## config.mk

```make
export PLATFORM = sky130hd
export DESIGN_NAME = tbk_survivor_mgr
export DESIGN_NICKNAME = d
export VERILOG_FILES = /design/src/rtl/tbk_pkg.sv /design/src/rtl/tbk_bank.sv /design/src/rtl/tbk_tracer.sv /design/src/rtl/tbk_lifo.sv /design/src/rtl/tbk_survivor_mgr.sv
export SDC_FILE = /design/constraint.sdc
export NUM_CORES = 2
export LEC_CHECK = 0
export ABC_CLOCK_PERIOD_IN_PS = 5250
export BUFFER_PORTS_ARGS = -buffer_cell sky130_fd_sc_hd__buf_2
export CORE_AREA = 2 2 744 746
export CTS_BUF_LIST = sky130_fd_sc_hd__clkbuf_8
export DETAILED_ROUTE_END_ITERATION = 16
export DIE_AREA = 0 0 746 748
export GPL_ROUTABILITY_DRIVEN = 0
export HOLD_SLACK_MARGIN = 0.15
export PLACE_DENSITY = 0.45
export SYNTH_ARGS = -nofsm -noshare
export SYNTH_HDL_FRONTEND = slang
export SYNTH_SLANG_ARGS = --single-unit
```

## constraint.sdc

```tcl
create_clock -name clk -period 5.25 [get_ports clk]
set_input_delay 0.2625 -clock clk [delete_from_list [all_inputs] [get_ports clk]]
set_output_delay 0.2625 -clock clk [all_outputs]
set_load 0.01 [all_outputs]
```

## src/rtl/tbk_pkg.sv

```systemverilog
package tbk_pkg;

  // Defaults shared by the survivor manager and its bench
  localparam int unsigned TBK_KMAX_DEF  = 7;
  localparam int unsigned TBK_DEPTH_DEF = 32;
  localparam int unsigned TBK_KMIN      = 3;

  // Bring a requested constraint length into the supported range
  function automatic int unsigned tbk_clamp_k(input int unsigned k, input int unsigned kmax);
    if (k < TBK_KMIN) return TBK_KMIN;
    if (k > kmax)     return kmax;
    return k;
  endfunction

endpackage

```

## src/rtl/tbk_bank.sv

```systemverilog
// One survivor bank: one full survivor word per location, synchronous read
module tbk_bank #(
  parameter int unsigned W     = 64,
  parameter int unsigned DEPTH = 32,
  localparam int unsigned AW   = $clog2(DEPTH)
) (
  input  logic          clk,
  input  logic          we,
  input  logic [AW-1:0] waddr,
  input  logic [W-1:0]  wdata,
  input  logic [AW-1:0] raddr,
  output logic [W-1:0]  rdata
);

  logic [W-1:0] mem [DEPTH];

  always_ff @(posedge clk) begin
    if (we) mem[waddr] <= wdata;
    rdata <= mem[raddr];
  end

endmodule

```

## src/rtl/tbk_tracer.sv

```systemverilog
// Pipelined traceback: addresses run newest to oldest one per cycle,
// the state-dependent bit selection happens one cycle after the read.
module tbk_tracer #(
  parameter int unsigned KMAX  = 7,
  parameter int unsigned DEPTH = 32,
  localparam int unsigned SW   = KMAX - 1,
  localparam int unsigned NS   = 1 << SW,
  localparam int unsigned AW   = $clog2(DEPTH),
  localparam int unsigned KW   = $clog2(KMAX + 1)
) (
  input  logic          clk,
  input  logic          rst,
  input  logic          start,
  input  logic          start_bank,
  input  logic [SW-1:0] start_state,
  input  logic [KW-1:0] start_k,
  output logic [AW-1:0] raddr,
  input  logic [NS-1:0] rdata0,
  input  logic [NS-1:0] rdata1,
  output logic          push,
  output logic          push_bit,
  output logic          push_last,
  output logic          push_sel
);

  localparam logic [AW-1:0] NEWEST = AW'(DEPTH - 1);

  // Issue stage
  logic          a_act, a_first, a_bank;
  logic [AW-1:0] a_addr;
  logic [SW-1:0] a_start;
  logic [KW-1:0] a_k;
  // Data stage, aligned with the bank read data
  logic          b_act, b_first, b_last, b_bank;
  logic [SW-1:0] b_start;
  logic [KW-1:0] b_k;
  // Running trellis state
  logic [SW-1:0] cur;

  always_ff @(posedge clk) begin
    if (rst) begin
      a_act   <= 1'b0;
      a_first <= 1'b0;
      a_bank  <= 1'b0;
      a_addr  <= '0;
      a_start <= '0;
      a_k     <= '0;
    end else if (start) begin
      a_act   <= 1'b1;
      a_first <= 1'b1;
      a_bank  <= start_bank;
      a_addr  <= NEWEST;
      a_start <= start_state;
      a_k     <= start_k;
    end else if (a_act) begin
      a_first <= 1'b0;
      if (a_addr == '0) a_act <= 1'b0;
      else              a_addr <= a_addr - AW'(1);
    end
  end

  assign raddr = a_addr;

  always_ff @(posedge clk) begin
    if (rst) begin
      b_act   <= 1'b0;
      b_first <= 1'b0;
      b_last  <= 1'b0;
      b_bank  <= 1'b0;
      b_start <= '0;
      b_k     <= '0;
    end else begin
      b_act   <= a_act;
      b_first <= a_first;
      b_last  <= (a_addr == '0);
      b_bank  <= a_bank;
      b_start <= a_start;
      b_k     <= a_k;
    end
  end

  logic [SW-1:0] s_now, s_prev;
  logic [NS-1:0] word;
  logic          sbit;

  always_comb begin
    s_now  = b_first ? b_start : cur;
    word   = b_bank ? rdata1 : rdata0;
    sbit   = word[s_now];
    s_prev = (s_now >> 1) | (SW'(sbit) << (b_k - KW'(2)));
  end

  always_ff @(posedge clk) begin
    if (rst)        cur <= '0;
    else if (b_act) cur <= s_prev;
  end

  assign push      = b_act;
  assign push_bit  = s_now[0];
  assign push_last = b_last;
  assign push_sel  = b_bank;

  // The carried state never holds bits above position K-2
  assert_state_in_range_R5: assert property (@(posedge clk) disable iff (rst)
    (b_act && !b_first) |-> ((cur >> (b_k - KW'(1))) == '0));

endmodule

```

## src/rtl/tbk_lifo.sv

```systemverilog
// Bit stack: filled newest-first by traceback, drained after the last push
module tbk_lifo #(
  parameter int unsigned DEPTH = 32,
  localparam int unsigned AW   = $clog2(DEPTH),
  localparam int unsigned PW   = $clog2(DEPTH + 1)
) (
  input  logic clk,
  input  logic rst,
  input  logic push,
  input  logic push_bit,
  input  logic push_last,
  output logic out_valid,
  output logic out_bit
);

  logic [DEPTH-1:0] stk;
  logic [PW-1:0]    sp;
  logic             draining;
  logic [AW-1:0]    wr_idx, rd_idx;

  assign wr_idx = sp[AW-1:0];
  assign rd_idx = AW'(sp - PW'(1));

  always_ff @(posedge clk) begin
    if (rst) begin
      stk       <= '0;
      sp        <= '0;
      draining  <= 1'b0;
      out_valid <= 1'b0;
      out_bit   <= 1'b0;
    end else begin
      out_valid <= 1'b0;
      if (push) begin
        stk[wr_idx] <= push_bit;
        sp          <= sp + PW'(1);
        if (push_last) draining <= 1'b1;
      end else if (draining) begin
        out_bit   <= stk[rd_idx];
        out_valid <= 1'b1;
        sp        <= sp - PW'(1);
        if (sp == PW'(1)) draining <= 1'b0;
      end
    end
  end

  assert_no_overflow_R8: assert property (@(posedge clk) disable iff (rst)
    push |-> (sp < PW'(DEPTH)));

  assert_no_fill_while_drain_R9: assert property (@(posedge clk) disable iff (rst)
    push |-> !draining);

endmodule

```

## src/rtl/tbk_survivor_mgr.sv

```systemverilog
module tbk_survivor_mgr
  import tbk_pkg::*;
#(
  parameter int unsigned KMAX  = TBK_KMAX_DEF,
  parameter int unsigned DEPTH = TBK_DEPTH_DEF,
  localparam int unsigned SW   = KMAX - 1,
  localparam int unsigned NS   = 1 << SW,
  localparam int unsigned AW   = $clog2(DEPTH),
  localparam int unsigned KW   = $clog2(KMAX + 1)
) (
  input  logic          clk,
  input  logic          rst,
  input  logic          step_valid,
  input  logic [NS-1:0] surv_word,
  input  logic [SW-1:0] best_state,
  input  logic [KW-1:0] k_len,
  output logic          dec_valid,
  output logic          dec_bit
);

  localparam logic [AW-1:0] LAST_LOC = AW'(DEPTH - 1);

  // Write side: location pointer and the bank being filled
  logic [AW-1:0] wr_ptr;
  logic          wr_bank;
  logic          blk_end;

  assign blk_end = step_valid && (wr_ptr == LAST_LOC);

  always_ff @(posedge clk) begin
    if (rst) begin
      wr_ptr  <= '0;
      wr_bank <= 1'b0;
    end else if (step_valid) begin
      wr_ptr <= blk_end ? '0 : wr_ptr + AW'(1);
      if (blk_end) wr_bank <= ~wr_bank;
    end
  end

  // Constraint length for the closing block, and the masked start state
  logic [KW-1:0] k_eff;
  logic [SW-1:0] st_mask, start_state;

  always_comb begin
    k_eff       = KW'(tbk_clamp_k(int'(k_len), KMAX));
    st_mask     = {SW{1'b1}} >> (KW'(KMAX) - k_eff);
    start_state = best_state & st_mask;
  end

  // Two survivor banks
  logic [AW-1:0] raddr;
  logic [NS-1:0] rdata [2];

  for (genvar g = 0; g < 2; g++) begin : g_bank
    tbk_bank #(.W(NS), .DEPTH(DEPTH)) u_bank (
      .clk   (clk),
      .we    (step_valid && (wr_bank == 1'(g))),
      .waddr (wr_ptr),
      .wdata (surv_word),
      .raddr (raddr),
      .rdata (rdata[g])
    );
  end

  logic push, push_bit, push_last, push_sel;

  tbk_tracer #(.KMAX(KMAX), .DEPTH(DEPTH)) u_tracer (
    .clk         (clk),
    .rst         (rst),
    .start       (blk_end),
    .start_bank  (wr_bank),
    .start_state (start_state),
    .start_k     (k_eff),
    .raddr       (raddr),
    .rdata0      (rdata[0]),
    .rdata1      (rdata[1]),
    .push        (push),
    .push_bit    (push_bit),
    .push_last   (push_last),
    .push_sel    (push_sel)
  );

  // Two stacks, paired with the banks
  logic [1:0] lv, lb;

  for (genvar g = 0; g < 2; g++) begin : g_lifo
    tbk_lifo #(.DEPTH(DEPTH)) u_lifo (
      .clk       (clk),
      .rst       (rst),
      .push      (push && (push_sel == 1'(g))),
      .push_bit  (push_bit),
      .push_last (push_last),
      .out_valid (lv[g]),
      .out_bit   (lb[g])
    );
  end

  always_ff @(posedge clk) begin
    if (rst) begin
      dec_valid <= 1'b0;
      dec_bit   <= 1'b0;
    end else begin
      dec_valid <= |lv;
      dec_bit   <= lv[1] ? lb[1] : lb[0];
    end
  end

  assert_single_drain_R9: assert property (@(posedge clk) disable iff (rst)
    $onehot0(lv));

endmodule

```

==> flow_summary.ini <==
[setup_path]
crit_path_start_kind = flip-flop
reg2reg_depth = 8
end_kind = flip-flop
slowest_delay_ns = 1.18
cpMaxStageDelayCell = mux2i_4
path_cells = mux2i_4, mux2i_1, mux4_2, a2111oi_2, nor3_1, a21oi_2, o21ai_1, a311oi_1
worst-path-buf-inv = 0
critPathTopFamily = multiplexers
timing.rr.start = u_tracer.b_first$_SDFF_PP0_
critPathKind = reg -> reg
path_max_fanout = 27
critPathArrivalTime_ns = 5.78
r2r-end = u_tracer.cur[1]$_SDFFE_PP0P_
crit_required_ns = 6.38
rrSetupSlack_ns = 0.60

[synthesis]
synth_nets = 6905
syn-instance-count = 6812
synthFlopType = edfxtp_1
netlist_area_sq_um = 164000
async_flop_share = 0
yosysWarnings = 0
synth_area_per_cell_sq_um = 24.1
synth_edf_count = 4096
yosysTopAreaCellShare = 0.748
ys_types = 61
synth_seq_area_share = 0.779
yosysTopAreaCell = edfxtp_1
synth_area_leaders = edfxtp_1, mux4_2, dfxtp_1
ys_ff_latch = 4350

[timing]
rsz0062_at_grt = no
tightest_slew_ns = 1.31
period_needed_ns = 4.65
timing.setup.tns_ns = 0
setup_ws_ns = 0.600
finalSetupViolCount = 0
slew_violations = 0
maxSlewHeadroom = 0.111
fin_crit_sh = 0.886
fmax_ghz = 0.215
fin_worst_skew_ns = 0.133
report.final.hold_viol_count = 0

[drt]
vias_per_cell = 5.08
post_drt_wl_per_cell_um = 32.2
drc = 0
routed_wl_mm = 501
firstDrtPassIters = 6
num_vias = 78931
drtIter0Drc = 8685
ant_nets = 0

[clock_network]
root_buffer = clkbuf_8
path_clk_slew_ns = 0.06
cts_tree = built
cts_max_level = 6
clock_sinks = 4350
numCtsBuffers = 729
ctsLongestPathBuffers = 4
clkLatencyLatePin_ns = 1.30
post-cts-setup-buffers = 0

[floorplan]
ios = 78
rows = 273
die-area_sq_um = 558000
start_util = 0.299
die_w_um = 746
die_height_um = 748
core_sq_um = 551000

[placement]
numPortBuffers = 77
dp_cells = 14096
place_hpwl_mm = 261
pre_cts_ws_ns = 0.635

[power]
ir_drop_mv = 0.250
combPwrFrac = 0.013
clockPowerShare = 0.424
intPower_mw = 52.6
power_density_nw_per_um2 = 354
total_power_mw = 67.8
p_sw_mw = 15.2
power_frac_seq = 0.563
p_sw_frac = 0.224
leakagePower_nw = 57.9

[global_routing]
grt_pass1_vias = 82361
overflow = 0
grt_max_degree = 88
grt_pass1_wl_mm = 686
grt_use_total = 0.176
antenna_found_initial = 49

[finish]
area_growth_pct = 16.5
drive_gt1_frac = 0.337
fin_util = 0.348
mostFrequentLayoutCell = edfxtp_1
seqCellArea_sq_um = 128000
fillers = 51232
multi_input_area_sq_um = 35400
stdcell_count = 15551
final_nets = 7742
mostFrequentLayoutCells = edfxtp_1, mux4_2, clkbuf_8

[hold_path]
hold_depth = 2
holdPathEnd = g_bank[0].u_bank.mem[26][22]$_DFFE_PP_
hp-start = surv_word[22]
min_path_type = in -> reg

[flow_run]
drv_cap = 0

[outcome]
status = finished clean
[cell families (layout without fill, tap and decap cells)]
family                     after synthesis  in the layout  share of synthesized area
DFF                                   4350           4350                      0.779
muxes                                 1497           1497                      0.193
and+or+nand+nor                        408            408                     0.0112
buffers and inverters                  375           1820                    0.00892
AOI/OAI and AO/OA                      145            145                    0.00596
xor gates and xnor gates                20             20                    0.00107
adders and majority gates               17             17                    0.00129
other                                    0              7                          0
[worst max-delay path by stage]
| stage | to | cells after the start | from |
|---|---|---|---|
| floorplan | g_bank[0].u_bank.mem[16][0]$_DFFE_PP_ | 4 | wr_ptr[4]$_SDFFE_PP0P_ |
| global placement | u_tracer.cur[1]$_SDFFE_PP0P_ | 7 | u_tracer.b_first$_SDFF_PP0_ |
| detailed placement | u_tracer.cur[1]$_SDFFE_PP0P_ | 8 | u_tracer.b_first$_SDFF_PP0_ |
| CTS | u_tracer.cur[1]$_SDFFE_PP0P_ | 8 | u_tracer.b_first$_SDFF_PP0_ |
| global route | u_tracer.cur[1]$_SDFFE_PP0P_ | 8 | u_tracer.b_first$_SDFF_PP0_ |
| finish | u_tracer.cur[1]$_SDFFE_PP0P_ | 8 | u_tracer.b_first$_SDFF_PP0_ |
[flip-flops by register name (all words and copies together) (netlist names), 2 cells and up]
signal	count
g_bank.u_bank.mem	4096
g_bank.u_bank.rdata	128
g_lifo.u_lifo.stk	64
g_lifo.u_lifo.sp	12
u_tracer.a_start	6
u_tracer.b_start	6
u_tracer.cur	6
u_tracer.raddr	5
wr_ptr	5
u_tracer.a_k	3
u_tracer.b_k	3
g_lifo.u_lifo.draining	2
g_lifo.u_lifo.out_bit	2
g_lifo.u_lifo.out_valid	2
[per-layer routing]
| metal | vias up | part of all wire | GRT usage |
|---|---|---|---|
| met3 | 732 | 0.057 | 0.0255 |
| met4 | 4 | 0.023 | 0.0411 |
| li1 | 31147 | - | - |
| met2 | 2795 | 0.49 | 0.293 |
| met1 | 44253 | 0.43 | 0.244 |
| met5 | - | 0.000048 | 0 |
[Yosys cell counts, types with 3 or more instances]
cell and n:
dfxtp_1 254, mux4_2 1319, o21ai_0 11, nor3b_1 7
clkbuf_1 270, mux2i_1 46, o2111ai_1 3, a22oi_1 3
a21oi_1 40, nor2_1 213, edfxtp_1 4096, nand3b_1 10
buf_1 75, buf_2 10, and2_1 6, ha_1 17
nor3_1 22, buf_6 3, o211ai_1 3, nand3_1 32
nor2b_1 21, o22ai_1 6, a31oi_1 8, nand2_1 67
nand4b_1 4, xnor2_1 14, a311oi_1 10, mux2_2 130
a211oi_1 46, xor2_1 6, nand4_1 7, inv_1 14
and3_1 3, nand2b_1 3
[metrics by stage]
step / hold slack (ns) / instance area (sq um)
final: 0.284 / 192000
after CTS: 0.150 / 192000
after floorplan: 0.361 / 164000
after detailed placement: 0.450 / 176000
after global routing: 0.282 / 192000
after global placement: 0.449 / 176000
[cell type report]
| type | count | area share |
|---|---|---|
| timing repair buffer | 467 | 0.0258 |
| sequential | 4350 | 0.669 |
| antenna | 7 | 0.0000915 |
| clock inverter | 568 | 0.0172 |
| tap | 7287 | 0.0476 |
| inverter | 14 | 0.000274 |
| multi-input combinational | 2087 | 0.185 |
| clock buffer | 771 | 0.0554 |
[timing repair]
action	4_1_cts	5_1_grt
hold endpoints to repair	4222	0
gates resized for setup	0	0
hold buffers	109	0
[power by group through the flow]
stage | logic, mW | clock network, mW | registers, mW
5_1_grt | 0.977 | 31.1 | 38.1
3_5_place_dp | 0.842 | 0 | 38.9
4_1_cts | 0.918 | 29.6 | 38.2
2_1_floorplan | 0.189 | 0 | 38.8
3_3_place_gp | 0.787 | 0 | 38.9
6_report | 0.895 | 28.8 | 38.1
Power figures use the tool's default switching activity.
